## config.mk

```make
export PLATFORM = sky130hd
export DESIGN_NAME = iso_io_regs
export DESIGN_NICKNAME = d
export VERILOG_FILES = /design/src/rtl/iso_io_pkg.sv /design/src/rtl/iso_io_sync.sv /design/src/rtl/iso_io_chg.sv /design/src/rtl/iso_io_core.sv /design/src/rtl/iso_io_regs.sv
export SDC_FILE = /design/constraint.sdc
export NUM_CORES = 1
export LEC_CHECK = 0
export ABC_CLOCK_PERIOD_IN_PS = 2700
export BUFFER_PORTS_ARGS = -buffer_cell sky130_fd_sc_hd__buf_2
export CORE_ASPECT_RATIO = 1.75
export CORE_MARGIN = 1
export CORE_UTILIZATION = 61
export CTS_BUF_LIST = sky130_fd_sc_hd__clkbuf_4 sky130_fd_sc_hd__clkbuf_8
export DETAILED_ROUTE_END_ITERATION = 16
export PLACE_DENSITY = 0.87
export SETUP_SLACK_MARGIN = 0.4
export SLEW_MARGIN = 10
export SYNTH_ARGS = -nofsm -noshare
export SYNTH_HDL_FRONTEND = slang
export SYNTH_SLANG_ARGS = --single-unit
```

## constraint.sdc

```tcl
create_clock -name clk -period 2.7 [get_ports clk]
set_input_delay 0.135 -clock clk [delete_from_list [all_inputs] [get_ports clk]]
set_output_delay 0.135 -clock clk [all_outputs]
set_load 0.05 [all_outputs]
```

## src/rtl/iso_io_pkg.sv

```systemverilog
package iso_io_pkg;

    localparam logic [2:0] ADR_IRQ_CTL = 3'd2;
    localparam logic [2:0] ADR_FILTER  = 3'd3;
    localparam logic [2:0] ADR_STATUS  = 3'd6;
    localparam logic [2:0] ADR_ACK     = 3'd1;

    // Output byte p sits at offset 4*p, input byte p right after it.
    function automatic logic [2:0] out_addr(input int p);
        return 3'(p * 4);
    endfunction

    function automatic logic [2:0] in_addr(input int p);
        return 3'(p * 4 + 1);
    endfunction

endpackage

```

## src/rtl/iso_io_sync.sv

```systemverilog
module iso_io_sync #(
    parameter int WIDTH  = 16,
    parameter int STAGES = 2
) (
    input  logic             clk,
    input  logic             rst_n,
    input  logic [WIDTH-1:0] din,
    output logic [WIDTH-1:0] dout
);

    logic [WIDTH-1:0] stage_q [STAGES];
    logic [WIDTH-1:0] stage_d [STAGES];

    always_comb begin
        stage_d[0] = din;
        for (int i = 1; i < STAGES; i++) begin
            stage_d[i] = stage_q[i-1];
        end
    end

    always_ff @(posedge clk) begin
        for (int i = 0; i < STAGES; i++) begin
            if (!rst_n) stage_q[i] <= '0;
            else        stage_q[i] <= stage_d[i];
        end
    end

    assign dout = stage_q[STAGES-1];

endmodule

```

## src/rtl/iso_io_chg.sv

```systemverilog
module iso_io_chg #(
    parameter int PORT_W    = 8,
    parameter int NUM_PORTS = 2,
    localparam int PIN_W    = PORT_W * NUM_PORTS
) (
    input  logic                 clk,
    input  logic                 rst_n,
    input  logic [PIN_W-1:0]     cur,
    output logic [NUM_PORTS-1:0] chg
);

    logic [PIN_W-1:0] prev_q;
    logic [PIN_W-1:0] prev_d;

    assign prev_d = cur;

    always_ff @(posedge clk) begin
        if (!rst_n) prev_q <= '0;
        else        prev_q <= prev_d;
    end

    // One change flag per byte: any bit toggled, either direction.
    for (genvar p = 0; p < NUM_PORTS; p++) begin : g_port
        assign chg[p] = |(cur[p*PORT_W +: PORT_W] ^ prev_q[p*PORT_W +: PORT_W]);
    end

endmodule

```

## src/rtl/iso_io_core.sv

```systemverilog
module iso_io_core
    import iso_io_pkg::*;
#(
    parameter int PORT_W    = 8,
    parameter int NUM_PORTS = 2,
    localparam int PIN_W    = PORT_W * NUM_PORTS
) (
    input  logic                 clk,
    input  logic                 rst_n,
    input  logic [2:0]           addr,
    input  logic                 rd_en,
    input  logic                 wr_en,
    input  logic [PORT_W-1:0]    wdata,
    input  logic [PIN_W-1:0]     in_sync,
    input  logic [NUM_PORTS-1:0] chg,
    output logic [PIN_W-1:0]     out_pins,
    output logic [PORT_W-1:0]    rdata,
    output logic                 irq,
    output logic                 irq_en,
    output logic                 filter_en
);

    typedef struct packed {
        logic [PIN_W-1:0]     outl;
        logic                 en;
        logic                 filt;
        logic [NUM_PORTS-1:0] pend;
        logic [PORT_W-1:0]    rdata;
    } state_t;

    state_t st_d, st_q;
    logic   rd_ok;
    logic   wr_ctl;
    logic   wr_ack;

    always_comb begin
        st_d   = st_q;
        rd_ok  = rd_en && !wr_en;
        wr_ctl = wr_en && (addr == ADR_IRQ_CTL);
        wr_ack = wr_en && (addr == ADR_ACK);

        for (int p = 0; p < NUM_PORTS; p++) begin
            if (wr_en && addr == out_addr(p)) begin
                st_d.outl[p*PORT_W +: PORT_W] = wdata;
            end
        end

        // Disarm clears everything; an acknowledge clears, but a change
        // detected on the same edge is merged back in afterwards.
        if (wr_ctl) begin
            st_d.pend = '0;
        end else begin
            if (wr_ack) st_d.pend = '0;
            if (st_q.en) st_d.pend = st_d.pend | chg;
        end

        if (wr_ctl)                              st_d.en = 1'b0;
        else if (rd_ok && addr == ADR_IRQ_CTL)   st_d.en = 1'b1;

        if (wr_en && addr == ADR_FILTER)         st_d.filt = 1'b0;
        else if (rd_ok && addr == ADR_FILTER)    st_d.filt = 1'b1;

        if (rd_ok) begin
            st_d.rdata = '0;
            for (int p = 0; p < NUM_PORTS; p++) begin
                if (addr == out_addr(p)) st_d.rdata = st_q.outl[p*PORT_W +: PORT_W];
                if (addr == in_addr(p))  st_d.rdata = in_sync[p*PORT_W +: PORT_W];
            end
            if (addr == ADR_STATUS) begin
                st_d.rdata[NUM_PORTS-1:0] = st_q.pend;
                st_d.rdata[NUM_PORTS]     = |st_q.pend;
            end
        end
    end

    always_ff @(posedge clk) begin
        if (!rst_n) st_q <= '0;
        else        st_q <= st_d;
    end

    assign out_pins  = st_q.outl;
    assign rdata     = st_q.rdata;
    assign irq       = |st_q.pend;
    assign irq_en    = st_q.en;
    assign filter_en = st_q.filt;

endmodule

```

## src/rtl/iso_io_regs.sv

```systemverilog
module iso_io_regs #(
    parameter int PORT_W      = 8,
    parameter int NUM_PORTS   = 2,
    parameter int SYNC_STAGES = 2,
    localparam int PIN_W      = PORT_W * NUM_PORTS
) (
    input  logic              clk,
    input  logic              rst_n,
    input  logic [2:0]        bus_addr,
    input  logic              bus_rd,
    input  logic              bus_wr,
    input  logic [PORT_W-1:0] bus_wdata,
    output logic [PORT_W-1:0] bus_rdata,
    input  logic [PIN_W-1:0]  in_pins,
    output logic [PIN_W-1:0]  out_pins,
    output logic              irq,
    output logic              filter_en
);

    logic [PIN_W-1:0]     sync_w;
    logic [NUM_PORTS-1:0] chg_w;
    logic                 en_w;

    iso_io_sync #(.WIDTH(PIN_W), .STAGES(SYNC_STAGES)) u_sync (
        .clk   (clk),
        .rst_n (rst_n),
        .din   (in_pins),
        .dout  (sync_w)
    );

    iso_io_chg #(.PORT_W(PORT_W), .NUM_PORTS(NUM_PORTS)) u_chg (
        .clk   (clk),
        .rst_n (rst_n),
        .cur   (sync_w),
        .chg   (chg_w)
    );

    iso_io_core #(.PORT_W(PORT_W), .NUM_PORTS(NUM_PORTS)) u_core (
        .clk       (clk),
        .rst_n     (rst_n),
        .addr      (bus_addr),
        .rd_en     (bus_rd),
        .wr_en     (bus_wr),
        .wdata     (bus_wdata),
        .in_sync   (sync_w),
        .chg       (chg_w),
        .out_pins  (out_pins),
        .rdata     (bus_rdata),
        .irq       (irq),
        .irq_en    (en_w),
        .filter_en (filter_en)
    );

endmodule

```

# After elaboration in Yosys (flattened, before gate mapping)

Memories as Yosys holds them, arrays and structs flattened.
Cells that the tools add are included.

Register bits: 44
Memories: 1
RAM bits: 32
Logic and storage cells: 47

Memory list:

| memory         | depth | width | rd ports | clocked after Yosys merged registers in | wr ports | RTL line          | source |
|---|---|---|---|---|---|---|---|
| u_sync.stage_q | 2     | 16    | 2        | 0                                       | 2        | iso_io_sync.sv:11 | `logic [WIDTH-1:0] stage_q [STAGES];` |

Mux-type cells: 12
Bitwise logic cells: 6
Equal/unequal tests: 6
Reductions and logical operators: 15

Operator list:

| operator                                                        | count |
|---|---|
| 16-bit 2-to-1 mux                                               | 2 |
| 8-bit 2-to-1 mux                                                | 4 |
| 8-bit OR reduction                                              | 2 |
| 8-bit bitwise XOR                                               | 2 |
| 3-bit == test, second input constant                            | 3 |
| 1-bit logical AND                                               | 8 |
| 3-bit by 2-bit == test with 1-bit output, second input constant | 2 |
| 2-bit 2-to-1 mux                                                | 3 |
| 2-bit OR reduction                                              | 3 |
| 3-bit by 1-bit == test with 1-bit output, second input constant | 1 |
| 3-bit logical NOT                                               | 1 |
| 3-bit 2-to-1 mux                                                | 1 |
| 1-bit 2-to-1 mux                                                | 2 |
| 1-bit bitwise OR                                                | 2 |
| 2-bit bitwise OR                                                | 1 |
| 1-bit logical NOT                                               | 1 |
| 1-bit NOT                                                       | 1 |

# Logic depth before layout (Yosys ltp)

Depth in word-level cells: 6
Gate-level depth with buffers: 6

# Modules after synthesis

From an unflattened synthesis, not the netlist that was laid out.

Cell total of the unflattened synthesis: 299
Area, all modules: 2995.4 um^2

By module, submodules not included:

| module      | area each (um^2) | times used | cells an instance |
|---|---|---|---|
| iso_io_core | 1501.4           | 1          | 177 |
| iso_io_sync | 895.9            | 1          | 67 |
| iso_io_chg  | 598.1            | 1          | 55 |

# Worst setup path after synthesis

OpenSTA, ideal clock, no wires.

Path type: input to register
From: input port bus_addr[0]
To: register u_core.st_q, in the netlist u_core.rdata[3]
Setup time: 128 ps
Cell stages on the path: 5
Arrival: 1032 ps
Path slack: 1540 ps
Cells stage by stage: buf_6 buf_12 mux4_2 a22oi_1 nor2_1

Word-level cells in the longest chain between the ends: 5
Elaborated cells on any way between the ends: 8
Those cells by class: 3 x eq/ne; 4 x mux; 1 x reduce/logical

RTL lines:

| element                | RTL line          | source |
|---|---|---|
| start: declaration     | iso_io_regs.sv:9  | `input logic [2:0] bus_addr,` |
| 3-bit logical NOT      | iso_io_core.sv:66 | `if (addr == out_addr(p)) st_d.rdata = st_q.outl[p*PORT_W +: PORT_W];` |
| 8-bit 2-to-1 mux       | iso_io_core.sv:66 |  |
| 8-bit 2-to-1 mux       | iso_io_core.sv:67 | `if (addr == in_addr(p)) st_d.rdata = in_sync[p*PORT_W +: PORT_W];` |
| 8-bit 2-to-1 mux       | iso_io_core.sv:66 |  |
| 8-bit 2-to-1 mux (*)   | iso_io_core.sv:67 |  |
| end signal: assignment | iso_io_core.sv:78 | `else st_q <= st_d;` |
| end: declaration       | iso_io_core.sv:31 | `state_t st_d, st_q;` |

Mark *: on every way between the ends. The rest lies on a longest branch, timed or not.
A chain may end at the register's enable or synchronous reset.

# Worst setup path in the final report

From: register u_core.st_q[9] (netlist bit)
To: output port irq

Word-level cells in the longest chain between the ends: 1

RTL lines:

| element            | RTL line          | source |
|---|---|---|
| 2-bit OR reduction | iso_io_core.sv:83 | `assign irq = \|st_q.pend;` |
| end: declaration   | iso_io_regs.sv:16 | `output logic irq,` |

Every way passes these cells.

==> impl_metrics.prom <==
# TYPE chip_impl_metric gauge
chip_impl_metric{name="power.share.switching",unit=""} 0.2213
chip_impl_metric{name="worst_slew_pin_slew",unit="ns"} 0.7230
chip_impl_info{name="critical_path.endpoint_type",value="primary output"} 1
chip_impl_metric{name="final.setup.tns",unit="ns"} 0
chip_impl_metric{name="ant_nets",unit=""} 0
chip_impl_metric{name="final_setup_skew",unit="ns"} 0.006912
chip_impl_metric{name="syn_nets",unit=""} 319
chip_impl_metric{name="gp_congestion",unit=""} 0.8227
chip_impl_metric{name="final_hold_viol_count",unit=""} 0
chip_impl_info{name="worst_hold_path_type",value="in2reg"} 1
chip_impl_metric{name="die_width",unit="um"} 54.22
chip_impl_metric{name="cp_data_arrival_time",unit="ns"} 1.14
chip_impl_metric{name="power_frac_clock",unit=""} 0.440
chip_impl_metric{name="post_synth_xor_area_fraction",unit=""} 0.05116
chip_impl_metric{name="htree_num_levels",unit=""} 3
chip_impl_metric{name="power.static_leakage",unit="nW"} 1.423
chip_impl_metric{name="synth_cells",unit=""} 288
chip_impl_metric{name="antenna-diode-count",unit=""} 0
chip_impl_info{name="cpMaxStageDelayCell",value="dfxtp_1"} 1
chip_impl_metric{name="fmax",unit="MHz"} 787.0
chip_impl_metric{name="cts_inserted_buffers",unit=""} 9
chip_impl_metric{name="filler_cell_count",unit=""} 321
chip_impl_metric{name="vdd_ir_drop_max",unit="mV"} 0.8766
chip_impl_metric{name="number_of_drc_violations_after_detailed_routing_iteration_0",unit=""} 62
chip_impl_metric{name="area_growth_syn_to_layout",unit="%"} 16.68
chip_impl_metric{name="fp-row-count",unit=""} 32
chip_impl_metric{name="dp.final_hpwl",unit="um"} 4044
chip_impl_metric{name="seq_power_share",unit=""} 0.482
chip_impl_metric{name="grt_first_pass_wirelength",unit="um"} 9301
chip_impl_metric{name="portBuffers",unit=""} 56
chip_impl_metric{name="post_route_cells_drive_above_1_share",unit=""} 0.2381
chip_impl_metric{name="yosysUniqueCellTypes",unit=""} 26
chip_impl_metric{name="setup_viol",unit=""} 0
chip_impl_metric{name="grt_antenna_before_repair",unit=""} 0
chip_impl_metric{name="p_sw",unit="W"} 0.0005429
chip_impl_metric{name="register_area",unit="um^2"} 1521
chip_impl_metric{name="clock_pin_slew_worst_setup_and_hold_paths",unit="ns"} 0.07
chip_impl_metric{name="synth_compound_gate_area_share",unit=""} 0.07997
chip_impl_info{name="grt_setup_unrepaired",value="false"} 1
chip_impl_metric{name="synth_adder_area_share",unit=""} 0
chip_impl_metric{name="post-route-worst-setup-slack",unit="ns"} 1.429
chip_impl_metric{name="ctsLongestPathBuffers",unit=""} 2
chip_impl_info{name="setup_crit_start_kind",value="register"} 1
chip_impl_info{name="layout_commonest_cell",value="dfxtp_1"} 1
chip_impl_metric{name="timing_max_transition_violations_final",unit=""} 0
chip_impl_metric{name="grt_remaining_overflow",unit=""} 0
chip_impl_metric{name="hold-worst-slack",unit="ns"} 0.01337
chip_impl_metric{name="power.density",unit="nW/um^2"} 722.4
chip_impl_info{name="root_buffer",value="clkbuf_8"} 1
chip_impl_metric{name="clock_net_sink_count",unit=""} 76
chip_impl_metric{name="post_synth_instance_area",unit="um^2"} 2910
chip_impl_metric{name="first_pass_iters",unit=""} 5
chip_impl_metric{name="fin_nets",unit=""} 362
chip_impl_metric{name="crit_required",unit="ns"} 2.57
chip_impl_metric{name="grt_start_max_net_pins",unit=""} 34
chip_impl_metric{name="ys_ff_latch",unit=""} 76
chip_impl_metric{name="post_synth.cell_area_avg",unit="um^2"} 10.11
chip_impl_metric{name="clkLatencyLatePin",unit="ns"} 0.34
chip_impl_metric{name="drv.max_cap_violation_count",unit=""} 0
chip_impl_metric{name="p_comb_frac",unit=""} 0.078
chip_impl_metric{name="grt_pass1_vias",unit=""} 2058
chip_impl_info{name="path_delay_family",value="flip-flops"} 1
chip_impl_info{name="cp_cell_sequence",value="inv_1 > nand2_1 > buf_2"} 1
chip_impl_metric{name="drc",unit=""} 0
chip_impl_metric{name="finalCritPeriodShare",unit=""} 0.4706
chip_impl_metric{name="timing.final.crit_period",unit="ns"} 1.271
chip_impl_metric{name="yosysWarningCount",unit=""} 0
chip_impl_info{name="setup.worst_path.class",value="reg2out"} 1
chip_impl_metric{name="synth-simple-area-share",unit=""} 0.1853
chip_impl_metric{name="area_enclosed_by_the_die_boundary",unit="um^2"} 5062
chip_impl_metric{name="design.core.area",unit="um^2"} 4484
chip_impl_metric{name="post_cts_resize_count",unit=""} 0
chip_impl_metric{name="multi_input_comb_area",unit="um^2"} 1109
chip_impl_metric{name="synth.mux.area_fraction",unit=""} 0.06449
chip_impl_metric{name="detail_route.wirelength",unit="um"} 5942
chip_impl_metric{name="total_via_count_in_the_routed_design",unit=""} 2086
chip_impl_metric{name="initial_utilization",unit=""} 0.6490
chip_impl_metric{name="worst-path-buf-inv",unit=""} 2
chip_impl_info{name="outcome",value="completed"} 1
chip_impl_metric{name="drt-vias-per-instance",unit=""} 5.390
chip_impl_metric{name="post_drt_wl_per_cell",unit="um"} 15.35
chip_impl_info{name="cts_tree",value="built"} 1
chip_impl_metric{name="floorplan.die.height",unit="um"} 93.38
chip_impl_metric{name="p_int",unit="W"} 0.001910
chip_impl_info{name="mostFrequentLayoutCells",value="dfxtp_1 (76), buf_2 (56), and2_1 (48)"} 1
chip_impl_info{name="synth_top_family_by_area",value="simple AND/OR/NAND/NOR gates"} 1
chip_impl_metric{name="timing.critical_path.slowest_cell_delay",unit="ns"} 0.36
chip_impl_metric{name="dp_slack",unit="ns"} 1.274
chip_impl_metric{name="critical_path.max_fanout",unit=""} 2
chip_impl_metric{name="relSlewSlack",unit=""} 0.5175
chip_impl_metric{name="track_usage",unit=""} 0.2661
chip_impl_metric{name="floorplan.io_pins",unit=""} 57
chip_impl_metric{name="ys_seq_area_frac",unit=""} 0.5228
## cell usage after synthesis (all sizes together)
library cell  instances  share of area
dfxtp                76           0.52
and2                 48           0.10
nand2                35          0.045
buf                  30          0.080
a21oi                20          0.034
xnor2                17          0.051
nor2                 10          0.013
clkbuf                9          0.012
mux4                  8          0.064
o21ai                 8          0.014
a22oi                 5          0.013
inv                   4         0.0052
nand4                 4         0.0086
a32oi                 3         0.0090
a31oi                 2         0.0043
nand2b                2         0.0043
nand3                 2         0.0034
a211oi                1         0.0026
a311oi                1         0.0030
and3                  1         0.0022
nor2b                 1         0.0022
nor3                  1         0.0034
## worst register-to-register path, cell delays in order, from the launching register on
cell and delay [ns]:
dfxtp_1 0.34, mux4_2 0.47, a22oi_1 0.23, nor2_1 0.07
## power by group through the flow
stage	Combinational, W	Clock (W)	Sequential, W
after detailed placement	0.000175	0	0.00121
after global routing	0.000209	0.00113	0.00119
after global placement	0.000170	0	0.00121
after CTS	0.000192	0.00109	0.00118
final	0.000192	0.00108	0.00118
after floorplan	0.000142	0	0.00120
## per-stage QoR
step	instances	total power, W	util	area (um^2)
6_report	387	0.002453	0.7573	3396
5_1_grt	387	0.002524	0.7573	3396
4_1_cts	387	0.002461	0.7573	3396
3_5_place_dp	357	0.001382	0.6682	2997
3_3_place_gp	357	0.001375	0.6682	2997
2_1_floorplan	288	0.001343	-	2910
## registers in the layout, indices dropped and copies added, names as in the netlist
signal            flops
u_core.filter_en      1
u_core.out_pins      16
u_core.irq_en         1
u_core.rdata          8
u_core.st_q           2
u_sync.stage_q       32
u_chg.prev_q         16
## final timing paths
kind / slack [ns] / cells past startpoint / end / start
worst min register to register: 0.43 / 1 / u_sync.stage_q[1][11] / u_sync.stage_q[0][11]
worst max register to register: 1.46 / 3 / u_core.rdata[6] / u_sync.stage_q[1][14]
worst min-delay path: 0.01 / 2 / u_sync.stage_q[0][3] / in_pins[3]
worst max-delay path: 1.43 / 3 / irq / u_core.st_q[9]
## cells by family after synthesis
| group | count (synthesis) |
|---|---|
| and+or+nand+nor | 104 |
| DFF | 76 |
| buffers and inverters | 43 |
| AOI/OAI and AO/OA | 40 |
| xor gates and xnor gates | 17 |
| muxes | 8 |
## what timing repair did
| item | 4_1_cts | 5_1_grt |
|---|---|---|
| setup endpoints to repair | 0 | 0 |
| hold endpoints to repair | 14 | 0 |
| buffers inserted | 0 | 0 |
| hold buffers | 14 | 0 |
## layout make-up
class	instances	area share
flip-flops and latches	76	0.4480
multi-input cells	169	0.3265
repair buffers	71	0.1260
clock buffers	11	0.04458
clock inverters	5	0.03169
well taps	51	0.01879
inverters	4	0.004422
## routing by layer
| layer | routed length [um] | global-route usage |
|---|---|---|
| met1 | 2184 | 0.2615 |
| met2 | 3278 | 0.4654 |
| met3 | 239 | 0.06829 |
| met4 | 240 | 0.1603 |
| met5 | 0 | 0 |
No activity file was read; power rests on OpenSTA's default activity.
